[src/rtl/tune_monitor_pkg.sv]
package tune_monitor_pkg;

  typedef enum logic [1:0] {
    PH_IDLE    = 2'd0,
    PH_TUNING  = 2'd1,
    PH_SETTLE  = 2'd2,
    PH_MONITOR = 2'd3
  } phaseT;

  // strobes from the control to the datapath
  typedef struct packed {
    logic checkEn;  // current sample must be judged
    logic setDone;  // operation completed this cycle
    logic clrErr;   // new operation: drop the error flag
  } ctlT;

endpackage

[src/rtl/tune_monitor_ctrl.sv]
module tune_monitor_ctrl
  import tune_monitor_pkg::*;
#(
  parameter int SETTLE_CYCLES = 750000
) (
  input  logic clk,
  input  logic rstN,
  input  logic tuneStart,
  input  logic tuneDone,
  output ctlT  ctl
);

  localparam int SETTLE_W = $clog2(SETTLE_CYCLES + 1);

  phaseT               phase;
  logic [SETTLE_W-1:0] settleCnt;

  always_ff @(posedge clk) begin
    if (!rstN) begin
      phase     <= PH_IDLE;
      settleCnt <= '0;
    end else if (tuneStart) begin
      phase     <= PH_TUNING;
      settleCnt <= '0;
    end else begin
      case (phase)
        PH_TUNING: begin
          if (tuneDone) begin
            phase     <= PH_SETTLE;
            settleCnt <= SETTLE_W'(SETTLE_CYCLES - 1);
          end
        end
        PH_SETTLE: begin
          if (settleCnt == '0) phase <= PH_MONITOR;
          else                 settleCnt <= settleCnt - 1'b1;
        end
        default: ;
      endcase
    end
  end

  always_comb begin
    ctl.clrErr  = tuneStart;
    ctl.setDone = (phase == PH_TUNING) && tuneDone && !tuneStart;
    ctl.checkEn = ((phase == PH_TUNING) || (phase == PH_MONITOR)) && !tuneStart;
  end

  // a done strobe outside a tuning operation leaves the block idle
  assert_idle_ignores_done_R4: assert property (@(posedge clk) disable iff (!rstN)
    (phase == PH_IDLE && !tuneStart) |=> (phase == PH_IDLE));

  // settling only ever moves on to continuous checking
  assert_settle_exit_R5: assert property (@(posedge clk) disable iff (!rstN)
    (phase == PH_SETTLE && !tuneStart) |=> (phase == PH_SETTLE || phase == PH_MONITOR));

  // a start always lands in the tuning phase
  assert_start_aborts_R8: assert property (@(posedge clk) disable iff (!rstN)
    tuneStart |=> (phase == PH_TUNING));

endmodule

[src/rtl/tune_monitor_dp.sv]
module tune_monitor_dp
  import tune_monitor_pkg::*;
#(
  parameter int CNT_W = 16
) (
  input  logic             clk,
  input  logic             rstN,
  input  ctlT              ctl,
  input  logic [CNT_W-1:0] ifCount,
  input  logic             ifValid,
  input  logic [CNT_W-1:0] winLow,
  input  logic [CNT_W-1:0] winHigh,
  input  logic             statusRead,
  output logic             doneFlag,
  output logic             ifErrFlag
);

  logic outOfWindow;
  logic badSample;

  assign outOfWindow = (ifCount < winLow) || (ifCount > winHigh);
  assign badSample   = ctl.checkEn && ifValid && outOfWindow;

  always_ff @(posedge clk) begin
    if (!rstN) begin
      ifErrFlag <= 1'b0;
    end else if (ctl.clrErr) begin
      ifErrFlag <= 1'b0;
    end else if (badSample) begin
      ifErrFlag <= 1'b1;
    end else if (statusRead) begin
      ifErrFlag <= 1'b0;
    end
  end

  always_ff @(posedge clk) begin
    if (!rstN) begin
      doneFlag <= 1'b0;
    end else if (ctl.setDone) begin
      doneFlag <= 1'b1;
    end else if (statusRead) begin
      doneFlag <= 1'b0;
    end
  end

  // a new operation always starts with a clean error flag
  assert_start_clears_R2: assert property (@(posedge clk) disable iff (!rstN)
    ctl.clrErr |=> !ifErrFlag);

  // completion is reported on the next clock
  assert_done_sets_R4: assert property (@(posedge clk) disable iff (!rstN)
    ctl.setDone |=> doneFlag);

  // a read without a fresh completion drops the completion flag
  assert_read_clears_R7: assert property (@(posedge clk) disable iff (!rstN)
    (statusRead && !ctl.setDone) |=> !doneFlag);

  // the error flag is sticky until a read or a start
  assert_err_sticky_R10: assert property (@(posedge clk) disable iff (!rstN)
    (ifErrFlag && !statusRead && !ctl.clrErr) |=> ifErrFlag);

  // the completion flag is sticky until a read
  assert_done_sticky_R10: assert property (@(posedge clk) disable iff (!rstN)
    (doneFlag && !statusRead) |=> doneFlag);

endmodule

[src/rtl/tune_monitor.sv]
module tune_monitor
  import tune_monitor_pkg::*;
#(
  parameter int CNT_W         = 16,
  parameter int SETTLE_CYCLES = 750000
) (
  input  logic             clk,
  input  logic             rstN,
  input  logic             tuneStart,
  input  logic             tuneDone,
  input  logic [CNT_W-1:0] ifCount,
  input  logic             ifValid,
  input  logic [CNT_W-1:0] winLow,
  input  logic [CNT_W-1:0] winHigh,
  input  logic             statusRead,
  output logic             doneFlag,
  output logic             ifErrFlag
);

  ctlT ctl;

  tune_monitor_ctrl #(
    .SETTLE_CYCLES(SETTLE_CYCLES)
  ) u_ctrl (
    .clk      (clk),
    .rstN     (rstN),
    .tuneStart(tuneStart),
    .tuneDone (tuneDone),
    .ctl      (ctl)
  );

  tune_monitor_dp #(
    .CNT_W(CNT_W)
  ) u_dp (
    .clk       (clk),
    .rstN      (rstN),
    .ctl       (ctl),
    .ifCount   (ifCount),
    .ifValid   (ifValid),
    .winLow    (winLow),
    .winHigh   (winHigh),
    .statusRead(statusRead),
    .doneFlag  (doneFlag),
    .ifErrFlag (ifErrFlag)
  );

  // flags come out of reset cleared
  assert_reset_clear_R1: assert property (@(posedge clk)
    !rstN |=> (!doneFlag && !ifErrFlag));

endmodule

[config.mk]
export PLATFORM = sky130hd
export DESIGN_NAME = tune_monitor
export DESIGN_NICKNAME = d
export VERILOG_FILES = /design/src/rtl/tune_monitor_pkg.sv /design/src/rtl/tune_monitor_ctrl.sv /design/src/rtl/tune_monitor_dp.sv /design/src/rtl/tune_monitor.sv
export SDC_FILE = /design/constraint.sdc
export NUM_CORES = 1
export LEC_CHECK = 0
export BUFFER_PORTS_ARGS = -buffer_cell sky130_fd_sc_hd__buf_4
export CORE_MARGIN = 2
export CORE_UTILIZATION = 35
export DETAILED_ROUTE_END_ITERATION = 8
export SLEW_MARGIN = 20
export SYNTH_ARGS = -nofsm -noshare
export SYNTH_HDL_FRONTEND = slang
export SYNTH_HIERARCHICAL = 1
export SYNTH_SLANG_ARGS = --single-unit
[constraint.sdc]
create_clock -name clk -period 1.9 [get_ports clk]
set_input_delay 0.095 -clock clk [delete_from_list [all_inputs] [get_ports clk]]
set_output_delay 0.095 -clock clk [all_outputs]
set_load 0.02 [all_outputs]
==> results.tsv <==
metric	value	unit
CP Capture Type	register	
via/cell ratio	5.101	
asr flop ratio synth	0	%
CP cell instances	or4b_4, or4_4, nor4_4, xnor2_1, a21oi_1	
CTS tree	done	
DR DRC count	0	
WP data arrival	2030	ps
Clock Skew	1.558	ps
Max FO, Critical Path	3	
Crit-path slowest cell	or4b_4	
status	complete, no violations	
Final Core Density	49.14	%
core area	5851	µm²
IO buf count	55	
hold crit path type	input pin to register	
Die Wd	81.27	µm
Cell variety after synth	45	
GP Congestion	0.8295	
Clk pin slew, worst setup/hold paths	90	ps
Setup Viol. Count Final	0	
clock root buffer	clkbuf_8	
die area	6604	µm²
Num CTS Buffers	3	
H-tree Lvls	1	
row cnt	28	
WS Path Type	register to register	
Area growth, synth to finish	37.60	%
Total Wirelength	5275	µm
Pins Over Slew Limit	0	
largest cells by area after synthesis	dfxtp_1, ha_1, a21oi_1, inv_1, xnor2_1	
Placed Cells	410	
relative slew slack	70.89	%
Starting Density	35.71	%
Final HPWL DP	4452	µm
CP peak stage delay	550	ps
Nets	428	
Die Y	81.27	µm
drt first pass iters	4	
largest vdd supply drop	239.9	µV
final-layout fill cell count	573	
Final Hold Viols	0	
Startpoint Class	register	
LEAKAGE	1.360	nW
number of global-route vias before repair	1969	
FMAX	0.5361	GHz
mapped cell area	2090	µm²
first-pass GRT wire length	8694	µm
clock sink count	24	
total number of vias	2112	
CTS Buffer Depth	2	
worst skew pair latency	270	ps
Hold Slack	66.06	ps
drt initial violations	132	
number of enable flip-flop cells after synthesis	0	
Worst Path Required	2060	ps
minimum clock period	1865	ps
Syn Area/Cell	8.068	µm²
GRT Total Usage	16.70	%
Yosys reg bits	24	
period utilization	98.18	%
Max Cap Viol	0	
Final TNS setup	0	ps
unrepaired setup endpoints after global routing	yes	
Least-Margin Pin Slew	435.5	ps
crit path buf inv count	0	
post-synth top area cell	dfxtp_1	
non-filler instance count after layout	414	
top-count cell post-synth	inv_1	
Antenna Nets Post-Route	0	
largest net degree at the start of global routing	16	
share of cells above drive strength 1	31.27	%
initial antenna violation count	0	
# diodes	0	
wire length per cell	12.74	µm
top cells by count, synth	inv_1, ha_1, a21oi_1	
number of I/O pins	56	
Post-Syn Instances	259	
Yosys top cell area share	22.99	%
Top delay family on crit path	simple AND/OR/NAND/NOR gates	
net count after synthesis	346	
Power Density	472.3	nW/µm²
global route overflow	0	
Main synth FF type	dfxtp_1	
Ys Warns	6	
part of the Yosys area used for sequential elements	22.99	%
==> sequential cells by signal, summed over array words and instances, names as in the netlist <==
| name | count |
|---|---|
| u_ctrl/phase | 2 |
| u_dp/doneFlag | 1 |
| u_dp/ifErrFlag | 1 |
| u_ctrl/settleCnt | 20 |
==> final cells by class <==
class	count	area, µm²	share of cell area, %
well taps	75	93.84	3.264
inverters	34	127.6	4.439
flip-flops and latches	24	485.5	16.88
multi-input cells	195	1504	52.31
clock buffers	3	41.29	1.436
repair buffers	83	623.1	21.67
==> final timing paths <==
path	start	end	slack, ps	cells after the start
worst max-delay path	u_ctrl/phase[0]$_SDFFE_PN0P_	u_ctrl/settleCnt[19]$_SDFFE_PP0P_	30	5
worst max register to register	u_ctrl/phase[0]$_SDFFE_PN0P_	u_ctrl/settleCnt[19]$_SDFFE_PP0P_	30	5
worst min-delay path	rstN	u_dp/doneFlag$_SDFFE_PN0P_	70	2
worst min register to register	u_ctrl/settleCnt[15]$_SDFFE_PP0P_	u_ctrl/settleCnt[15]$_SDFFE_PP0P_	500	2
==> timing repair <==
action                                  4_1_cts  5_1_grt
endpoints found under the setup margin        0       12
setup buffers                                 0        1
resized for setup                             0       16
hold buffers                                  0        0
==> placed cells by master (no fill, tap or decap), drive strengths merged <==
cell type,instances
ha,33
o2111ai,1
o211ai,3
a31oi,6
xnor2,9
or3,5
or4,8
nor3,4
buf,83
o21ai,8
o21a,1
nand3,5
nor2,9
nand2,15
nor3b,1
and2,6
nand4b,1
or4b,1
a2111oi,4
a311oi,1
dfxtp,24
a21oi,28
a21o,5
nor4,4
inv,34
nor2b,7
nand2b,6
o22ai,1
a221oi,1
o31ai,6
a211oi,2
nor4bb,1
nand3b,3
a21bo,1
clkbuf,3
nand4,8
and3,1
==> metrics by stage <==
| step | cell area (µm²) | worst slack, ps | power, mW |
|---|---|---|---|
| after detailed placement | 2773 | 38.76 | 1.039 |
| after global placement | 2773 | 43.05 | 1.032 |
| after floorplan | 2090 | 28.34 | 0.8215 |
| after CTS | 2814 | 16.07 | 1.347 |
| after global routing | 2875 | -21.01 | 1.454 |
| final | 2875 | 34.53 | 1.358 |
==> where the power goes <==
group | internal [mW] | switching, mW
logic | 0.259 | 0.247
registers | 0.522 | 0.0183
clock network | 0.142 | 0.170
==> worst register-to-register path, delay by kind of cell, from the launching register on <==
family           cells  cell delay (ps)
AND/OR/NAND/NOR      3             1220
AO/OA/AOI/OAI        1               80
flip-flops           1              320
XOR/XNOR             1              140
==> routing by layer <==
metal	share of wire, %	track usage, %
met5	0	0
met4	0.95	4.576
met1	47	22.37
met3	4.7	2.222
met2	48	27.95
==> kinds of logic after synthesis <==
logic type,after synthesis,synth area share [%]
and+or+nand+nor,85,25.39
buffers and inverters,40,7.365
DFF,24,22.99
adders and majority gates,33,19.76
AOI/OAI and AO/OA,68,20.72
xor gates and xnor gates,9,3.773
No activity file was read; power rests on OpenSTA's default activity.
